**config.mk**
```make
export PLATFORM = sky130hd
export DESIGN_NAME = otp_burn_seq
export DESIGN_NICKNAME = d
export VERILOG_FILES = /design/src/rtl/otp_burn_pkg.sv /design/src/rtl/otp_phase_timer.sv /design/src/rtl/otp_retry_ctr.sv /design/src/rtl/otp_burn_seq.sv
export SDC_FILE = /design/constraint.sdc
export NUM_CORES = 1
export LEC_CHECK = 0
export ABC_AREA = 1
export CAP_MARGIN = 15
export CORE_MARGIN = 10
export CORE_UTILIZATION = 30
export CTS_CLUSTER_DIAMETER = 80
export DETAILED_ROUTE_END_ITERATION = 10
export DONT_BUFFER_PORTS = 1
export GPL_ROUTABILITY_DRIVEN = 0
export GPL_TIMING_DRIVEN = 1
export PLACE_DENSITY = 0.53
export SYNTH_ARGS = -nofsm -noshare
export SYNTH_HDL_FRONTEND = slang
export SYNTH_SLANG_ARGS = --single-unit
```
**constraint.sdc**
```tcl
create_clock -name clk -period 4.5 [get_ports clk]
set_input_delay 0.225 -clock clk [delete_from_list [all_inputs] [get_ports clk]]
set_output_delay 0.225 -clock clk [all_outputs]
set_load 0.005 [all_outputs]
```
**src/rtl/otp_burn_pkg.sv**
```systemverilog
package otp_burn_pkg;

  typedef enum logic [3:0] {
    ST_IDLE,
    ST_RAISE,
    ST_SETUP,
    ST_PULSE,
    ST_HOLD,
    ST_VERIFY,
    ST_LOWER,
    ST_CHECK
  } burn_state_e;

  // nanoseconds to cycles, rounded up, never below one cycle
  function automatic int ns_to_cyc(input int ns, input int ticks_per_us);
    int c;
    c = (ns * ticks_per_us + 999) / 1000;
    return (c < 1) ? 1 : c;
  endfunction

endpackage

```
**src/rtl/otp_phase_timer.sv**
```systemverilog
module otp_phase_timer #(
  parameter int W = 16
) (
  input  logic         clk,
  input  logic         rst_n,
  input  logic         load,
  input  logic [W-1:0] load_val,
  output logic [W-1:0] count,
  output logic         expired
);

  always_ff @(posedge clk or negedge rst_n) begin
    if (!rst_n)           count <= '0;
    else if (load)        count <= load_val;
    else if (count != '0) count <= count - 1'b1;
  end

  assign expired = (count == '0);

endmodule

```
**src/rtl/otp_retry_ctr.sv**
```systemverilog
module otp_retry_ctr #(
  parameter int MAX_RETRY = 10
) (
  input  logic clk,
  input  logic rst_n,
  input  logic clr,
  input  logic inc,
  output logic sat
);

  localparam int CW = $clog2(MAX_RETRY + 1) + 1;

  logic [CW-1:0] cnt;

  always_ff @(posedge clk or negedge rst_n) begin
    if (!rst_n)           cnt <= '0;
    else if (clr)         cnt <= '0;
    else if (inc && !sat) cnt <= cnt + 1'b1;
  end

  assign sat = (cnt == CW'(MAX_RETRY));


  retry_bound_chk: assert property (@(posedge clk) disable iff (!rst_n)
    cnt <= CW'(MAX_RETRY));

endmodule

```
**src/rtl/otp_burn_seq.sv**
```systemverilog
module otp_burn_seq
  import otp_burn_pkg::*;
#(
  parameter int ADDR_W       = 16,
  parameter int DATA_W       = 16,
  parameter int NUM_WORDS    = 1 << ADDR_W,
  parameter int TICKS_PER_US = 125,
  parameter int PULSE_US     = 100,
  parameter int SETUP_US     = 2,
  parameter int HOLD_US      = 2,
  parameter int FLOAT_NS     = 130,
  parameter int ACCESS_NS    = 70,
  parameter int MAX_RETRY    = 10
) (
  input  logic              clk,
  input  logic              rst_n,
  input  logic              start,
  output logic              busy,
  output logic              done,
  output logic              pass,
  output logic [ADDR_W-1:0] fail_addr,
  output logic [ADDR_W-1:0] src_addr,
  input  logic [DATA_W-1:0] src_data,
  output logic [ADDR_W-1:0] dev_addr,
  output logic [DATA_W-1:0] dev_dq_out,
  output logic              dev_dq_oe,
  input  logic [DATA_W-1:0] dev_dq_in,
  output logic              dev_ce_n,
  output logic              dev_oe_n,
  output logic              dev_pgm_n,
  output logic              vcc_hi,
  output logic              vpp_hi
);

  localparam int PULSE_CYC = PULSE_US * TICKS_PER_US;
  localparam int SETUP_CYC = SETUP_US * TICKS_PER_US;
  localparam int HOLD_CYC  = HOLD_US * TICKS_PER_US;
  localparam int FLOAT_CYC = ns_to_cyc(FLOAT_NS, TICKS_PER_US);
  localparam int ACC_CYC   = ns_to_cyc(ACCESS_NS, TICKS_PER_US);
  localparam int VER_CYC   = FLOAT_CYC + ACC_CYC;
  localparam int PREP_CYC  = FLOAT_CYC + SETUP_CYC;
  localparam int TW        = $clog2(PULSE_CYC + PREP_CYC + HOLD_CYC + VER_CYC + 1);
  localparam logic [ADDR_W-1:0] LAST_ADDR = ADDR_W'(NUM_WORDS - 1);

  burn_state_e       state, nxt;
  logic [ADDR_W-1:0] addr;
  logic              verify_ph;
  logic              t_load, t_exp;
  logic [TW-1:0]     t_val, t_cnt;
  logic              r_clr, r_inc, r_sat;
  logic              addr_clr, addr_inc, ph_set, fin, fin_ok, accept;
  logic              match, last;

  otp_phase_timer #(.W(TW)) u_timer (
    .clk(clk), .rst_n(rst_n), .load(t_load), .load_val(t_val),
    .count(t_cnt), .expired(t_exp)
  );

  otp_retry_ctr #(.MAX_RETRY(MAX_RETRY)) u_retry (
    .clk(clk), .rst_n(rst_n), .clr(r_clr), .inc(r_inc), .sat(r_sat)
  );

  assign match  = (dev_dq_in == src_data);
  assign last   = (addr == LAST_ADDR);
  assign accept = (state == ST_IDLE) && start;

  always_comb begin
    nxt = state; t_load = 1'b0; t_val = '0;
    addr_clr = 1'b0; addr_inc = 1'b0; ph_set = 1'b0;
    r_clr = 1'b0; r_inc = 1'b0; fin = 1'b0; fin_ok = 1'b0;
    case (state)
      ST_IDLE: if (start) begin
        nxt = ST_RAISE; t_load = 1'b1; t_val = TW'(SETUP_CYC - 1);
        addr_clr = 1'b1; r_clr = 1'b1;
      end
      ST_RAISE: if (t_exp) begin
        nxt = ST_SETUP; t_load = 1'b1; t_val = TW'(PREP_CYC - 1);
      end
      ST_SETUP: if (t_exp) begin
        nxt = ST_PULSE; t_load = 1'b1; t_val = TW'(PULSE_CYC - 1);
      end
      ST_PULSE: if (t_exp) begin
        nxt = ST_HOLD; t_load = 1'b1; t_val = TW'(HOLD_CYC - 1);
      end
      ST_HOLD: if (t_exp) begin
        t_load = 1'b1;
        if (verify_ph || last) begin
          nxt = ST_VERIFY; t_val = TW'(VER_CYC - 1);
          if (!verify_ph) begin addr_clr = 1'b1; ph_set = 1'b1; end
        end else begin
          nxt = ST_SETUP; t_val = TW'(PREP_CYC - 1); addr_inc = 1'b1;
        end
      end
      ST_VERIFY: if (t_exp) begin
        if (match) begin
          r_clr = 1'b1; t_load = 1'b1;
          if (last) begin
            nxt = ST_LOWER; t_val = TW'(SETUP_CYC - 1); addr_clr = 1'b1;
          end else begin
            t_val = TW'(VER_CYC - 1); addr_inc = 1'b1;
          end
        end else if (r_sat) begin
          nxt = ST_IDLE; fin = 1'b1;
        end else begin
          nxt = ST_SETUP; t_load = 1'b1; t_val = TW'(PREP_CYC - 1); r_inc = 1'b1;
        end
      end
      ST_LOWER: if (t_exp) begin
        nxt = ST_CHECK; t_load = 1'b1; t_val = TW'(VER_CYC - 1);
      end
      ST_CHECK: if (t_exp) begin
        if (!match || last) begin
          nxt = ST_IDLE; fin = 1'b1; fin_ok = match;
        end else begin
          t_load = 1'b1; t_val = TW'(VER_CYC - 1); addr_inc = 1'b1;
        end
      end
      default: nxt = ST_IDLE;
    endcase
  end

  always_ff @(posedge clk or negedge rst_n) begin
    if (!rst_n) begin
      state <= ST_IDLE; addr <= '0; verify_ph <= 1'b0;
      busy <= 1'b0; done <= 1'b0; pass <= 1'b0; fail_addr <= '0;
    end else begin
      state <= nxt;
      if (addr_clr)      addr <= '0;
      else if (addr_inc) addr <= addr + 1'b1;
      if (accept)      verify_ph <= 1'b0;
      else if (ph_set) verify_ph <= 1'b1;
      if (accept) begin
        busy <= 1'b1; done <= 1'b0; pass <= 1'b0; fail_addr <= '0;
      end else if (fin) begin
        busy <= 1'b0; done <= 1'b1; pass <= fin_ok;
        if (!fin_ok) fail_addr <= addr;
      end
    end
  end

  // outputs decoded from the registered state
  assign dev_addr   = addr;
  assign src_addr   = addr;
  assign dev_dq_out = src_data;
  assign dev_pgm_n  = (state != ST_PULSE);
  assign dev_oe_n   = !(state == ST_VERIFY || state == ST_CHECK);
  assign dev_ce_n   = (state == ST_IDLE || state == ST_RAISE || state == ST_LOWER);
  assign dev_dq_oe  = (state == ST_PULSE) || (state == ST_HOLD) ||
                      (state == ST_SETUP && t_cnt < TW'(SETUP_CYC));
  assign vcc_hi     = (state == ST_RAISE) || (state == ST_SETUP) || (state == ST_PULSE) ||
                      (state == ST_HOLD)  || (state == ST_VERIFY);
  assign vpp_hi     = vcc_hi;

  // pulse-width observer for the checks below
  logic [TW-1:0] pw_seen;
  always_ff @(posedge clk or negedge rst_n) begin
    if (!rst_n)          pw_seen <= '0;
    else if (!dev_pgm_n) pw_seen <= pw_seen + 1'b1;
    else                 pw_seen <= '0;
  end


  pulse_width_chk: assert property (@(posedge clk) disable iff (!rst_n)
    $rose(dev_pgm_n) |-> (pw_seen == TW'(PULSE_CYC)));


  pulse_ctrl_chk: assert property (@(posedge clk) disable iff (!rst_n)
    !dev_pgm_n |-> (!dev_ce_n && dev_oe_n && dev_dq_oe && vcc_hi && vpp_hi));


  pulse_stable_chk: assert property (@(posedge clk) disable iff (!rst_n)
    (!dev_pgm_n && $past(!dev_pgm_n)) |-> ($stable(dev_addr) && $stable(dev_dq_out)));


  bus_release_chk: assert property (@(posedge clk) disable iff (!rst_n)
    !dev_oe_n |-> !dev_dq_oe);


  blind_no_read_chk: assert property (@(posedge clk) disable iff (!rst_n)
    (busy && !verify_ph) |-> dev_oe_n);


  idle_nominal_chk: assert property (@(posedge clk) disable iff (!rst_n)
    !busy |-> (!vcc_hi && !vpp_hi && dev_pgm_n && dev_ce_n));

endmodule

```
==> results by group <==
Pwr
  • LEAKAGE: around 2.1 nW
  • Worst VDD drop: around 0.18 mV
  • PD cells: a little under 300 nW/µm²

Logic synthesis
  • Sequential area share after synthesis: 0.360
  • Dominant cell type by area after synthesis: dfrtp_1
  • Post-synth EDFFs: 0
  • Syn Area/Cell: about 7.1 µm²
  • Syn nets: slightly above 600
  • Synth area leaders: dfrtp_1 (36%), nand2_1 (14%), buf_4 (6.9%), inv_1 (6.1%), nor2_1 (5.9%)
  • Yosys warns: 0
  • Synth cell types: 40
  • Seq cells post-synth: 58
  • Synth Instances: around 570
  • Asr flop ratio synth: 1.00
  • Area share of the largest cell type after synthesis: 0.360
  • Synth Flop Type: dfrtp_1
  • Synthesized area: slightly above 4000 µm²

Min path
  • Hold Path Class: input pin to asynchronous set/reset pin

Worst setup path
  • CP Max Fanout: 23
  • CP endpoint kind: flop
  • Startpoint types: flop
  • FF-to-FF Start: state[1]
  • CP Capture Point: u_timer.count[12]
  • Setup CP Type: flop to flop
  • R2R setup slack: 1.71 ns
  • R2R cell count: 7
  • Worst path arrival time: between 2 and 3 ns
  • Required time worst endpoint: about 4.7 ns
  • Critical Path Start: state[1]
  • Worst flop-to-flop path endpoint: u_timer.count[12]

CTS
  • Htree depth: 3
  • Clock root cell: clkbuf_16
  • Maximum root-to-sink buffer count: 2
  • TritonCTS clock tree: done
  • Clock Sinks: 58
  • Setup bufs post-CTS: 0
  • Resized cells post-CTS: 0
  • CTS Buf Count: 9
  • Clock slew at reported path FFs: about 0.05 ns
  • Clock latency at the later pin of the worst-skew pair: approximately 0.33 ns

Finish
  • Fillcell total: between 1000 and 1500
  • Fin area: 4260 µm²
  • N_diodes: 0
  • Layout Nets: 570
  • Synthesis-to-finish area growth: 5.61%
  • Ratio of cells with drive above 1 in the final layout: 0.0933

Global route
  • M2 GR Usage: 0.175
  • Vias in the first global route: approximately 3200
  • Initial antenna violation count: 0
  • Gr ovfl total: 0
  • First-pass GRT wire length: between 15000 and 20000 µm
  • GR Util met1: 0.129
  • GRT busiest layer: met2
  • Largest net degree at the start of global routing: just under 60
  • Met3 Track Usage GR: 0.0387
  • Overall Global Routing Usage: 0.110

Drt
  • Post-DRT Antenna Nets: 0
  • WL/cell: between 10 and 15 µm
  • DRC: 0
  • Initial DRT Pass Iterations: 5
  • Via count: ~3400
  • Via density per instance: 4.77
  • Detailed Route WL: roughly 10000 µm
  • Initial DRC Count: roughly 260

Timing
  • Clock skew: slightly below 0.006 ns
  • Minimum clock period: approximately 2.8 ns
  • Worst-Margin Slew: between 0.8 and 0.9 ns
  • Final period util: 0.620
  • RSZ-0062 raised after global routing: no
  • Slew HR: 0.400
  • Max Freq: around 360 MHz
  • Slew Limit Fails: 0
  • Setup TNS: 0 ns
  • Endpoints failing hold: 0
  • # setup viols final: 0

Die
  • Rows: between 40 and 50
  • Die height: 136 µm
  • # IOs: approximately 110
  • Initial Utilization: 0.306
  • Core Area: between 10000 and 15000 µm²
  • Die width: around 140 µm
  • Die footprint: 18500 µm²

Flow run
  • Max-cap violations: 0

Placed design
  • Cell area after placement: approximately 3900 µm²
  • Buffers on Ports: 0
  • DPL Wire Length: 7800 µm

Outcome
  • Status: complete, no violations
[registers in the layout, summed over array words and instances (netlist names)]
register	flops
verify_ph	1
busy	1
fail_addr	16
u_retry.cnt	5
done	1
state	3
pass	1
u_timer.count	14
dev_addr	16
[cells in the final DEF, fill, tap and decap left out, types with 5 or more instances in the layout]
cell,count
a21oi_1,15
clkbuf_16,9
dfrtp_1,58
inv_1,66
nand2_1,149
nand3_1,39
nand4_1,24
nor2_1,62
nor2_2,5
nor3_1,6
nor4_1,5
o21ai_0,14
o21ai_1,9
o21ai_2,8
xnor2_1,7
xor2_1,11
[kinds of logic (layout without fill, tap and decap cells)]
family	count (synthesis)	in the layout	share of synthesized area
buf+inv	119	90	0.153
compound gates	55	55	0.0818
fa+ha+maj	4	4	0.0124
xor+xnor	18	18	0.0391
simple gates	311	311	0.354
flops	58	58	0.360
[timing repair]
action                                  4_1_cts  5_1_grt
endpoints found under the setup margin        0        0
hold endpoints to repair                     58        0
hold buffers                                  2        0
[synthesized netlist by cell type, types with 6 or more instances]
| master | number |
|---|---|
| dfrtp_1 | 58 |
| nand3_1 | 39 |
| nand2_1 | 149 |
| o21ai_2 | 8 |
| nand4_1 | 24 |
| nor2_1 | 63 |
| buf_4 | 37 |
| o21ai_0 | 14 |
| a21oi_1 | 15 |
| xnor2_1 | 7 |
| nor3_1 | 6 |
| xor2_1 | 11 |
| inv_1 | 66 |
| o21ai_1 | 9 |
[worst max-delay path, stage by stage, from the launching register on]
cell     delay, ns
dfrtp_1       0.48
nor2_1        0.10
nand3_1       0.60
inv_1         0.18
a31oi_1       0.71
nand4_1       0.21
inv_1         0.27
a21oi_1       0.09
[routing by layer]
layer / up-vias / part of all wire
met5: - / 0
met1: 1572 / 0.43
met4: 0 / 0.018
met2: 92 / 0.48
li1: 1714 / -
met3: 15 / 0.073
[per-stage QoR]
| step | util | instances | setup WS (ns) | power (mW) | hold WS, ns |
|---|---|---|---|---|---|
| after floorplan | - | 565 | 2.54 | 0.560 | -0.0706 |
| after global placement | 0.297 | 693 | 1.91 | 0.550 | -0.0676 |
| after detailed placement | 0.297 | 693 | 1.77 | 0.551 | -0.0673 |
| after CTS | 0.322 | 711 | 1.77 | 1.25 | 0.444 |
| after global routing | 0.323 | 712 | 1.53 | 1.28 | 0.450 |
| final | 0.323 | 712 | 1.71 | 1.24 | 0.425 |
[power breakdown]
part / internal, mW / switching, mW
logic: 0.0120 / 0.0211
clock network: 0.458 / 0.227
registers: 0.523 / 0
total: 0.992 / 0.248
[worst min-delay path by stage]
stage	from	endpoint	slack, ns	cells after the start
2_1_floorplan	rst_n	busy	-0.07	0
3_3_place_gp	rst_n	fail_addr[1]	-0.07	0
3_5_place_dp	rst_n	fail_addr[1]	-0.07	0
4_1_cts	rst_n	dev_addr[2]	0.44	2
5_1_grt	rst_n	dev_addr[1]	0.45	2
6_report	rst_n	dev_addr[5]	0.42	2
[final cells by class]
| cell class | count | area (µm²) | share of cell area |
|---|---|---|---|
| Multi-Input combinational cell | 388 | 1970 | 0.462 |
| Sequential cell | 58 | 1450 | 0.340 |
| Timing Repair Buffer | 3 | 52.6 | 0.0123 |
| Clock buffer | 14 | 264 | 0.0619 |
| Tap cell | 176 | 220 | 0.0517 |
| Inverter | 71 | 269 | 0.0631 |
| Clock inverter | 2 | 35.0 | 0.00822 |
No activity file was read; power rests on OpenSTA's default activity.
